[src/rtl/sar_pkg.sv]
`timescale 1ns/1ps
package sar_pkg;

    typedef enum logic [1:0] {
        ENG_IDLE,
        ENG_SAMPLE,
        ENG_TRIAL,
        ENG_DONE
    } eng_state_t;

    typedef enum logic [1:0] {
        SEQ_IDLE,
        SEQ_LAUNCH,
        SEQ_WAIT
    } seq_state_t;

    localparam logic [1:0] TRIG_SOFT = 2'd0;
    localparam logic [1:0] TRIG_TMR  = 2'd1;
    localparam logic [1:0] TRIG_EXT  = 2'd2;

endpackage

[src/rtl/sar_trig_sel.sv]
`timescale 1ns/1ps
module sar_trig_sel
    import sar_pkg::*;
(
    input  logic       clk,
    input  logic       rst_n,
    input  logic [1:0] trig_sel,
    input  logic       sw_start,
    input  logic       tmr_uf,
    input  logic       ext_trig_n,
    output logic       trig_evt
);
    logic sw_q;
    logic ext_q;

    always_ff @(posedge clk or negedge rst_n) begin
        if (!rst_n) begin
            sw_q  <= 1'b0;
            ext_q <= 1'b1;
        end else begin
            sw_q  <= sw_start;
            ext_q <= ext_trig_n;
        end
    end

    always_comb begin
        unique case (trig_sel)
            TRIG_SOFT: trig_evt = sw_start & ~sw_q;
            TRIG_TMR:  trig_evt = tmr_uf;
            TRIG_EXT:  trig_evt = ~ext_trig_n & ext_q;
            default:   trig_evt = 1'b0;
        endcase
    end

endmodule

[src/rtl/sar_bit_engine.sv]
`timescale 1ns/1ps
module sar_bit_engine
    import sar_pkg::*;
#(
    parameter int RES_W = 12,
    parameter int SMP_W = 4
) (
    input  logic             clk,
    input  logic             rst_n,
    input  logic             go,
    input  logic [SMP_W-1:0] smp_cyc,
    input  logic             cmp_hi,
    output logic             sample_en,
    output logic [RES_W-1:0] trial_code,
    output logic             done,
    output logic [RES_W-1:0] result
);
    localparam int IDX_W = $clog2(RES_W);

    eng_state_t       st;
    logic [SMP_W-1:0] cnt;
    logic [IDX_W-1:0] idx;
    logic [RES_W-1:0] acc;

    always_ff @(posedge clk or negedge rst_n) begin
        if (!rst_n) begin
            st  <= ENG_IDLE;
            cnt <= '0;
            idx <= '0;
            acc <= '0;
        end else begin
            unique case (st)
                ENG_IDLE: if (go) begin
                    st  <= ENG_SAMPLE;
                    cnt <= (smp_cyc == '0) ? SMP_W'(1) : smp_cyc;
                    acc <= '0;
                end
                ENG_SAMPLE: if (cnt == SMP_W'(1)) begin
                    st  <= ENG_TRIAL;
                    idx <= IDX_W'(RES_W - 1);
                end else begin
                    cnt <= cnt - SMP_W'(1);
                end
                ENG_TRIAL: begin
                    if (cmp_hi) acc[idx] <= 1'b1;
                    if (idx == '0) st <= ENG_DONE;
                    else           idx <= idx - IDX_W'(1);
                end
                ENG_DONE: st <= ENG_IDLE;
                default:  st <= ENG_IDLE;
            endcase
        end
    end

    always_comb begin
        sample_en  = (st == ENG_SAMPLE);
        done       = (st == ENG_DONE);
        result     = acc;
        trial_code = (st == ENG_TRIAL) ? (acc | (RES_W'(1) << idx)) : '0;
    end

    // the first trial presents only the top bit
    p_first_trial_msb_r3: assert property (@(posedge clk) disable iff (!rst_n)
        (st == ENG_TRIAL && $past(st) == ENG_SAMPLE) |-> trial_code == (RES_W'(1) << (RES_W - 1)));

endmodule

[src/rtl/sar_flag_bank.sv]
`timescale 1ns/1ps
module sar_flag_bank #(
    parameter int RES_W  = 12,
    parameter int N_IN   = 8,
    parameter int DATA_W = 16
) (
    input  logic                    clk,
    input  logic                    rst_n,
    input  logic                    store,
    input  logic [$clog2(N_IN)-1:0] store_sel,
    input  logic [RES_W-1:0]        result,
    input  logic                    data_rd,
    input  logic [N_IN-1:0]         flag_clr,
    input  logic                    ovf_clr,
    input  logic [N_IN-1:0]         irq_en,
    input  logic                    ovf_ie,
    input  logic [N_IN-1:0]         dma_en,
    output logic [DATA_W-1:0]       data_out,
    output logic [N_IN-1:0]         done_flags,
    output logic                    ovf_flag,
    output logic                    irq,
    output logic                    dma_req
);
    localparam int PAD_W = DATA_W - RES_W;

    logic [RES_W-1:0] data_r;
    logic             unread;

    always_ff @(posedge clk or negedge rst_n) begin
        if (!rst_n) begin
            data_r     <= '0;
            done_flags <= '0;
            ovf_flag   <= 1'b0;
            unread     <= 1'b0;
            dma_req    <= 1'b0;
        end else begin
            done_flags <= (done_flags & ~flag_clr) | (store ? (N_IN'(1) << store_sel) : '0);
            if (store && unread && !data_rd) ovf_flag <= 1'b1;
            else if (ovf_clr)                ovf_flag <= 1'b0;
            if (store)        unread <= 1'b1;
            else if (data_rd) unread <= 1'b0;
            if (store) data_r <= result;
            dma_req <= store & dma_en[store_sel];
        end
    end

    assign data_out = {{PAD_W{1'b0}}, data_r};
    assign irq      = (|(done_flags & irq_en)) | (ovf_flag & ovf_ie);

    // flags move only on a completion or a clear strobe
    p_flags_hold_r9: assert property (@(posedge clk) disable iff (!rst_n)
        (!store && flag_clr == '0) |=> $stable(done_flags));

    // overwrite is raised only by a store
    p_ovf_cause_r10: assert property (@(posedge clk) disable iff (!rst_n)
        $rose(ovf_flag) |-> $past(store));

    // request lasts one cycle
    p_dma_pulse_r12: assert property (@(posedge clk) disable iff (!rst_n)
        dma_req |=> !dma_req);

endmodule

[src/rtl/sar_scan_ctrl.sv]
`timescale 1ns/1ps
module sar_scan_ctrl
    import sar_pkg::*;
#(
    parameter int RES_W  = 12,
    parameter int N_IN   = 8,
    parameter int DATA_W = 16,
    parameter int SMP_W  = 4,
    localparam int SEL_W = $clog2(N_IN)
) (
    input  logic              clk,
    input  logic              rst_n,
    input  logic [1:0]        trig_sel,
    input  logic              sw_start,
    input  logic              tmr_uf,
    input  logic              ext_trig_n,
    input  logic              cont_mode,
    input  logic [SEL_W-1:0]  scan_first,
    input  logic [SEL_W-1:0]  scan_last,
    input  logic [SMP_W-1:0]  smp_cyc,
    input  logic              cmp_hi,
    input  logic              data_rd,
    input  logic [N_IN-1:0]   flag_clr,
    input  logic              ovf_clr,
    input  logic [N_IN-1:0]   irq_en,
    input  logic              ovf_ie,
    input  logic [N_IN-1:0]   dma_en,
    output logic              busy,
    output logic [SEL_W-1:0]  ain_sel,
    output logic              sample_en,
    output logic [RES_W-1:0]  trial_code,
    output logic [DATA_W-1:0] data_out,
    output logic [N_IN-1:0]   done_flags,
    output logic              ovf_flag,
    output logic              irq,
    output logic              dma_req
);
    seq_state_t       st;
    logic [SEL_W-1:0] cur;
    logic             trig_evt;
    logic             go;
    logic             eng_done;
    logic             store;
    logic [RES_W-1:0] eng_result;

    sar_trig_sel u_trig (
        .clk        (clk),
        .rst_n      (rst_n),
        .trig_sel   (trig_sel),
        .sw_start   (sw_start),
        .tmr_uf     (tmr_uf),
        .ext_trig_n (ext_trig_n),
        .trig_evt   (trig_evt)
    );

    sar_bit_engine #(.RES_W(RES_W), .SMP_W(SMP_W)) u_eng (
        .clk        (clk),
        .rst_n      (rst_n),
        .go         (go),
        .smp_cyc    (smp_cyc),
        .cmp_hi     (cmp_hi),
        .sample_en  (sample_en),
        .trial_code (trial_code),
        .done       (eng_done),
        .result     (eng_result)
    );

    sar_flag_bank #(.RES_W(RES_W), .N_IN(N_IN), .DATA_W(DATA_W)) u_flags (
        .clk        (clk),
        .rst_n      (rst_n),
        .store      (store),
        .store_sel  (cur),
        .result     (eng_result),
        .data_rd    (data_rd),
        .flag_clr   (flag_clr),
        .ovf_clr    (ovf_clr),
        .irq_en     (irq_en),
        .ovf_ie     (ovf_ie),
        .dma_en     (dma_en),
        .data_out   (data_out),
        .done_flags (done_flags),
        .ovf_flag   (ovf_flag),
        .irq        (irq),
        .dma_req    (dma_req)
    );

    always_ff @(posedge clk or negedge rst_n) begin
        if (!rst_n) begin
            st  <= SEQ_IDLE;
            cur <= '0;
        end else begin
            unique case (st)
                SEQ_IDLE: if (trig_evt) begin
                    st  <= SEQ_LAUNCH;
                    cur <= scan_first;
                end
                SEQ_LAUNCH: st <= SEQ_WAIT;
                SEQ_WAIT: if (eng_done) begin
                    if (cur == scan_last) begin
                        if (cont_mode && sw_start) begin
                            cur <= scan_first;
                            st  <= SEQ_LAUNCH;
                        end else begin
                            st <= SEQ_IDLE;
                        end
                    end else if (cont_mode && !sw_start) begin
                        st <= SEQ_IDLE;
                    end else begin
                        cur <= cur + SEL_W'(1);
                        st  <= SEQ_LAUNCH;
                    end
                end
                default: st <= SEQ_IDLE;
            endcase
        end
    end

    always_comb begin
        busy    = (st != SEQ_IDLE);
        go      = (st == SEQ_LAUNCH);
        store   = (st == SEQ_WAIT) && eng_done;
        ain_sel = cur;
    end

    // sampling happens only inside a run
    p_sample_in_run_r5: assert property (@(posedge clk) disable iff (!rst_n)
        sample_en |-> busy);

    // while a conversion is in flight the input and busy hold
    p_hold_input_r8: assert property (@(posedge clk) disable iff (!rst_n)
        (st == SEQ_WAIT && !eng_done) |=> (busy && $stable(ain_sel)));

endmodule

[config.mk]
export PLATFORM = sky130hd
export DESIGN_NAME = sar_scan_ctrl
export DESIGN_NICKNAME = d
export VERILOG_FILES = /design/src/rtl/sar_pkg.sv /design/src/rtl/sar_trig_sel.sv /design/src/rtl/sar_bit_engine.sv /design/src/rtl/sar_flag_bank.sv /design/src/rtl/sar_scan_ctrl.sv
export SDC_FILE = /design/constraint.sdc
export NUM_CORES = 1
export LEC_CHECK = 0
export BUFFER_PORTS_ARGS = -buffer_cell sky130_fd_sc_hd__buf_4
export CORE_ASPECT_RATIO = 0.6
export CORE_MARGIN = 2
export CORE_UTILIZATION = 45
export DETAILED_ROUTE_END_ITERATION = 12
export GPL_TIMING_DRIVEN = 1
export PLACE_DENSITY = 0.68
export SYNTH_ARGS = -nofsm -noshare
export SYNTH_HDL_FRONTEND = slang
export SYNTH_SLANG_ARGS = --single-unit
[constraint.sdc]
create_clock -name clk -period 2.44 [get_ports clk]
set_input_delay 0.366 -clock clk [delete_from_list [all_inputs] [get_ports clk]]
set_output_delay 0.366 -clock clk [all_outputs]
set_load 0.05 [all_outputs]
==> run_results.csv, run 1 <==
group,metric,value,unit
critical_path,critical_path_arrival,1.94,ns
timing,rsz0062_at_grt,"false",
final_layout,num_antenna_cells,0,
power,seqPwrFrac,0.338,
final_layout,drive_above_1_share,0.2865,
yosys,synthDistinctLibCells,52,
detailed_routing,wl_per_cell,14.19,um
cts,cts_tree,"built",
power,combinationalPowerShare,0.531,
timing,report.final.slew_viol_count,0,
placed_design,dp.final_hpwl,5131,um
power,intPower,1.996,mW
yosys,async_flop_share,1.000,
critical_path,criticalPathCategory,"register to primary output",
yosys,synth_warnings,0,
cts,ctsResizeCount,0,
yosys,syn_inst,291,
detailed_routing,drt_iter0_drc,110,
cts,clk_pin_slew,0.10,ns
detailed_routing,via_per_inst,5.117,
placed_design,gp_congestion,0.8063,
power,ir_worst_vdd,0.0006439,V
job,maxCapViolations,0,
detailed_routing,drt-total-wl,6541,um
yosys,yosys.area.top_type,"dfrtp_1",
cts,root_buffer,"clkbuf_8",
cts,cts_setup_buffers,0,
timing,max_slew_margin,0.5582,
floorplanning,initial_core_util,0.4654,
cts,clock_latency,0.30,ns
floorplanning,core,0.006111,sq mm
critical_path,critPathRequiredTime,2.07,ns
yosys,synthesis.area,0.002844,sq mm
timing,post-route-period-util,0.9431,
timing,hold_viol,0,
global_route,grt_overflow,0,
global_route,grt_pass1_vias,2332,
yosys,synth.top_cell.area_share,0.4487,
yosys,synth-seq-cells,52,
power,powerDensity,1033,mW/mm^2
cts,htree_levels,2,
status,status,"complete, no violations",
power,switchingPower,1.757,mW
floorplanning,num_rows,22,
critical_path,path_max_fanout,19,
timing,setup_tns,0,ns
cts,ctsHoldBuffers,0,
final_layout,area_growth,27.72,%
power,leakage,1.816,nW
power,p_clk_frac,0.131,
timing,setup_viol,0,
final_layout,fin_nets,441,
placed_design,io_buffers,85,
cts,cts_max_path_buffers,2,
final_layout,fillCellCount,550,
yosys,synth_area_leaders,"dfrtp_1 (45%), ha_1 (8.4%), nand2_1 (6.6%), nor2b_1 (3.3%), mux2_1 (3.2%)",
timing,worst_pin_slew,0.6626,ns
critical_path,critPathCaptureType,"primary output",
detailed_routing,vias,2359,
timing,fmax,434.6,MHz
global_route,grt_max_degree,53,
placed_design,dpl_worst_slack,0.4007,ns
floorplanning,die_w,106.6,um
yosys,syn_area_per_cell,9.773,sq um
yosys,synthFlopType,"dfrtp_1",
yosys,synth-edff-count,0,
detailed_routing,ant_nets,0,
detailed_routing,route.detailed.drc,0,
timing,fin_worst_skew,0.004795,ns
floorplanning,dieHeight,65.58,um
cts,cts_buffers,5,
yosys,synth.most_common_cell,"dfrtp_1",
global_route,grtUsageTotal,0.2033,
timing,fin_ws,0.1388,ns
floorplanning,pin_count,90,
floorplanning,die_area,0.006993,sq mm
cts,cts_sinks,52,
yosys,yosysSeqAreaShare,0.4580,
yosys,synthTopCellsByCount,"dfrtp_1 (51), nand2_1 (50), inv_1 (22), ha_1 (19), a21oi_1 (17)",
power,p_sw_frac,0.4681,
global_route,grt_pass1_wl,11230,um
detailed_routing,first_pass_iters,4,
critical_path,worst_setup_path_start_kind,"register",
global_route,antenna_found_initial,0,
worst_hold_path,hold_class,"input pin to async pin",
timing,fin_crit,2.301,ns
## per-stage QoR
stage               instances    util  hold slack (ns)  power, mW  instance area, sq um
global route              461  0.5944           0.1213      4.033                  3632
floorplan                 294       -          0.07041      2.704                  2855
CTS                       461  0.5944           0.1055      3.777                  3632
finish                    461  0.5944          0.08412      3.753                  3632
global placement          453  0.5799           0.4480      3.235                  3543
detailed placement        453  0.5799           0.4442      3.274                  3543
## metal layers
layer  part of all wire  vias up  routed length (um)  GRT usage
met2               0.44       70                2853     0.3129
met1               0.51     1141                3319     0.2992
met4                  0        0                   0    0.03409
li1                   -     1148                   -          -
met5                  0        -                   0          0
met3              0.056        0                 368    0.04464
## power groups by stage
| stage | logic, mW | registers (mW) | clock network [mW] |
|---|---|---|---|
| 2_1_floorplan | 1.22 | 1.49 | 0 |
| 3_3_place_gp | 1.96 | 1.28 | 0 |
| 3_5_place_dp | 1.99 | 1.29 | 0 |
| 4_1_cts | 2.00 | 1.27 | 0.509 |
| 5_1_grt | 2.19 | 1.30 | 0.547 |
| 6_report | 1.99 | 1.27 | 0.491 |
## sequential cells by signal, summed over array words and instances (netlist names), 2 cells and up
| signal | flops |
|---|---|
| u_flags.data_r | 12 |
| u_flags.done_flags | 8 |
| u_eng.result | 12 |
| st | 2 |
| u_eng.st | 2 |
| u_eng.idx | 4 |
| ain_sel | 3 |
| u_eng.cnt | 4 |
## final timing paths
check | from | endpoint | slack [ns] | cells after the start
max | u_eng.st[0]$_DFFE_PN0P_ | trial_code[1] | 0.14 | 4
min | rst_n | u_flags.unread$_DFFE_PN0P_ | 0.08 | 1
max reg2reg | u_eng.idx[0]$_DFFE_PN0P_ | u_eng.st[1]$_DFFE_PN0P_ | 0.38 | 6
min reg2reg | u_flags.data_r[7]$_DFFE_PN0P_ | u_flags.data_r[7]$_DFFE_PN0P_ | 0.48 | 2
max in group asynchronous | rst_n | u_eng.cnt[3]$_DFFE_PN0P_ | 1.91 | 1
min in group clk | ext_trig_n | u_trig.ext_q$_DFF_PN1_ | 0.17 | 1
## cells in the final DEF (no fill, tap or decap), types with 2 or more instances in the layout
| cell type | count |
|---|---|
| mux4_2 | 2 |
| dfrtp_1 | 51 |
| mux2_1 | 8 |
| nand2b_1 | 3 |
| buf_4 | 88 |
| or2_2 | 3 |
| nor2_1 | 13 |
| or4_1 | 2 |
| conb_1 | 4 |
| ha_1 | 19 |
| nand2_1 | 50 |
| nand3_1 | 5 |
| xor2_1 | 2 |
| nand3b_1 | 2 |
| o21ai_1 | 11 |
| inv_1 | 22 |
| clkbuf_8 | 5 |
| nor3_1 | 4 |
| o221a_1 | 2 |
| a21oi_1 | 17 |
| inv_2 | 3 |
| o21a_1 | 4 |
| nor3b_1 | 2 |
| nor2b_1 | 15 |
| o211ai_1 | 3 |
| mux2i_1 | 7 |
| a31oi_1 | 4 |
## logic make-up after synthesis
kind of cell | after synthesis | synth area share
AO/OA/AOI/OAI | 56 | 0.1329
XOR/XNOR | 3 | 0.01188
adder cells (fa/ha/maj) | 19 | 0.08359
buffers and inverters | 38 | 0.06027
flip-flops | 52 | 0.4580
multiplexers | 18 | 0.07611
other | 1 | 0.001319
AND/OR/NAND/NOR | 104 | 0.1760
## worst max-delay path, stage by stage (launching register included)
cell	delay [ns]
dfrtp_1	0.41
inv_1	0.13
ha_1	0.55
nor2b_1	0.30
buf_4	0.24
## cell type report
class	count	area [sq um]	share of cell area
multi-input combinational	204	1381	0.3803
clock inverter	2	16.27	0.004478
clock buffer	6	72.57	0.01998
timing repair buffer	88	660.6	0.1819
inverter	25	93.84	0.02584
sequential	52	1303	0.3586
tap	84	105.1	0.02894
Power figures use the tool's default switching activity.
==> inputs of run 2 (changes only) <==
--- a/config.mk
+++ b/config.mk
@@ -6,7 +6,7 @@
 export NUM_CORES = 1
 export LEC_CHECK = 0
 export BUFFER_PORTS_ARGS = -buffer_cell sky130_fd_sc_hd__buf_4
-export CORE_ASPECT_RATIO = 0.6
+export CORE_ASPECT_RATIO = 0.9
 export CORE_MARGIN = 2
 export CORE_UTILIZATION = 45
 export DETAILED_ROUTE_END_ITERATION = 12
==> run 2 against run 1 <==
Non-clock buffer count stayed put. Clock power increased by 5.7%. Total power is 0.58% higher. Die area fell by 0.28%. Via count is 1.9% lower. Register-to-register slack improved by 0.02 ns. Count of clock-buffer cells in the layout stayed put. Critical path type unchanged. Largest cell class unchanged.
==> run_results.csv, run 2 (same netlist as run 1, synthesis figures left out) <==
group,metric,value,unit
timing,setup_viol,0,
timing,max_slew_margin,0.5522,
critical_path,slowest_stage,"dfrtp_1",
cts,cts_max_path_buffers,2,
cts,ctsHoldBuffers,0,
cts,cts_tree,"built",
power,ir_worst_vdd,0.0005885,V
final_layout,num_antenna_cells,0,
global_route,grt_pass1_wl,10900,um
global_route,grtUsageTotal,0.1978,
floorplanning,die_w,87.80,um
cts,cts_buffers,5,
floorplanning,num_rows,27,
detailed_routing,ant_nets,0,
placed_design,dp.final_hpwl,4867,um
final_layout,final_common_cell,"buf_4",
timing,whs,0.09335,ns
final_layout,seqCellArea,0.001303,sq mm
cts,cts_sinks,52,
critical_path,crit_path_cell_trace,"inv_1 > ha_1 > ha_1 > nor2b_1 > o21a_1 > buf_4",
cts,ctsResizeCount,0,
critical_path,critPathCaptureType,"primary output",
detailed_routing,vias,2314,
final_layout,multi_input_area,0.001384,sq mm
placed_design,dpl_worst_slack,0.4091,ns
detailed_routing,via_per_inst,4.987,
cts,htree_levels,2,
global_route,grt_max_degree,53,
power,powerDensity,1035,mW/mm^2
critical_path,cpMostUsedCell,"ha_1",
floorplanning,core,0.006115,sq mm
cts,cts_setup_buffers,0,
critical_path,worst_setup_path_start_kind,"register",
status,status,"complete, no violations",
detailed_routing,wl_per_cell,14.00,um
job,maxCapViolations,0,
timing,rsz0062_at_grt,"false",
floorplanning,dieHeight,79.42,um
detailed_routing,drt-total-wl,6498,um
timing,post-route-period-util,0.8769,
floorplanning,initial_core_util,0.4651,
timing,fin_crit,2.140,ns
detailed_routing,route.detailed.drc,0,
timing,fmax,467.3,MHz
global_route,grt_overflow,0,
power,leakage,1.825,nW
worst_hold_path,hold_class,"input pin to async pin",
timing,hold_viol,0,
final_layout,fillCellCount,568,
timing,report.final.slew_viol_count,0,
detailed_routing,first_pass_iters,4,
cts,clock_latency,0.30,ns
cts,clk_pin_slew,0.09,ns
critical_path,criticalPathCategory,"register to primary output",
critical_path,slowest_delay,0.42,ns
critical_path,critical_path_arrival,1.77,ns
floorplanning,pin_count,90,
final_layout,final_cell_mix,"buf_4 (88), dfrtp_1 (51), nand2_1 (50)",
timing,setup_tns,0,ns
final_layout,area_growth,28.20,%
critical_path,path_max_fanout,5,
global_route,grt_pass1_vias,2343,
critical_path,critPathRequiredTime,2.07,ns
cts,root_buffer,"clkbuf_8",
placed_design,io_buffers,85,
detailed_routing,drt_iter0_drc,94,
power,power,3.775,mW
final_layout,fin_nets,441,
final_layout,drive_above_1_share,0.2918,
global_route,antenna_found_initial,0,
floorplanning,die_area,0.006973,sq mm
timing,fin_worst_skew,0.01057,ns
timing,fin_ws,0.3003,ns
timing,worst_pin_slew,0.6716,ns
placed_design,gp_congestion,0.7793,
-- run 2: layout make-up --
cell class | count | area share
multi-input cells | 204 | 0.3795
inverters | 25 | 0.02574
well taps | 87 | 0.02986
repair buffers | 88 | 0.1812
clock inverters | 2 | 0.003775
clock buffers | 6 | 0.02265
flip-flops and latches | 52 | 0.3572
-- run 2: per-layer routing --
| layer | vias up | GRT usage | routed length, um |
|---|---|---|---|
| li1 | 1150 | - | - |
| met1 | 1104 | 0.2580 | 2976 |
| met2 | 55 | 0.3485 | 3249 |
| met3 | 5 | 0.02792 | 228 |
| met4 | 0 | 0.04154 | 43 |
| met5 | - | 0 | 0 |
-- run 2: critical path: cells and delay by family, from the launching register on --
| kind | cells | cell delay (ns) |
|---|---|---|
| adder cells (fa/ha/maj) | 2 | 0.47 |
| AND/OR/NAND/NOR | 1 | 0.13 |
| flip-flops | 1 | 0.42 |
| AO/OA/AOI/OAI | 1 | 0.17 |
| buffers and inverters | 2 | 0.28 |
-- run 2: worst paths after layout --
path	slack, ns	to	cells past startpoint	from
worst max register to register	0.40	u_eng.st[1]$_DFFE_PN0P_	6	u_eng.idx[0]$_DFFE_PN0P_
max in group asynchronous	1.90	ain_sel[1]$_DFFE_PN0P_	1	rst_n
worst min-delay path	0.09	u_trig.sw_q$_DFF_PN0_	1	rst_n
worst max-delay path	0.30	trial_code[0]	6	u_eng.idx[0]$_DFFE_PN0P_
min in group clk	0.17	u_trig.ext_q$_DFF_PN1_	1	ext_trig_n
worst min register to register	0.48	u_flags.data_r[1]$_DFFE_PN0P_	2	u_flags.data_r[1]$_DFFE_PN0P_
-- run 2: metrics by stage --
stage | cell area, sq um | instances | utilization
finish | 3646 | 464 | 0.5963
global route | 3646 | 464 | 0.5963
CTS | 3643 | 464 | 0.5959
detailed placement | 3547 | 456 | 0.5801
global placement | 3547 | 456 | 0.5801
floorplan | 2855 | 294 | -
-- run 2: where the power goes --
group          internal (mW)  leakage (nW)  switching, mW  total, mW
logic                  0.738          1.10           1.25       1.99
registers               1.05         0.672          0.216       1.27
clock network          0.233        0.0516          0.286      0.519
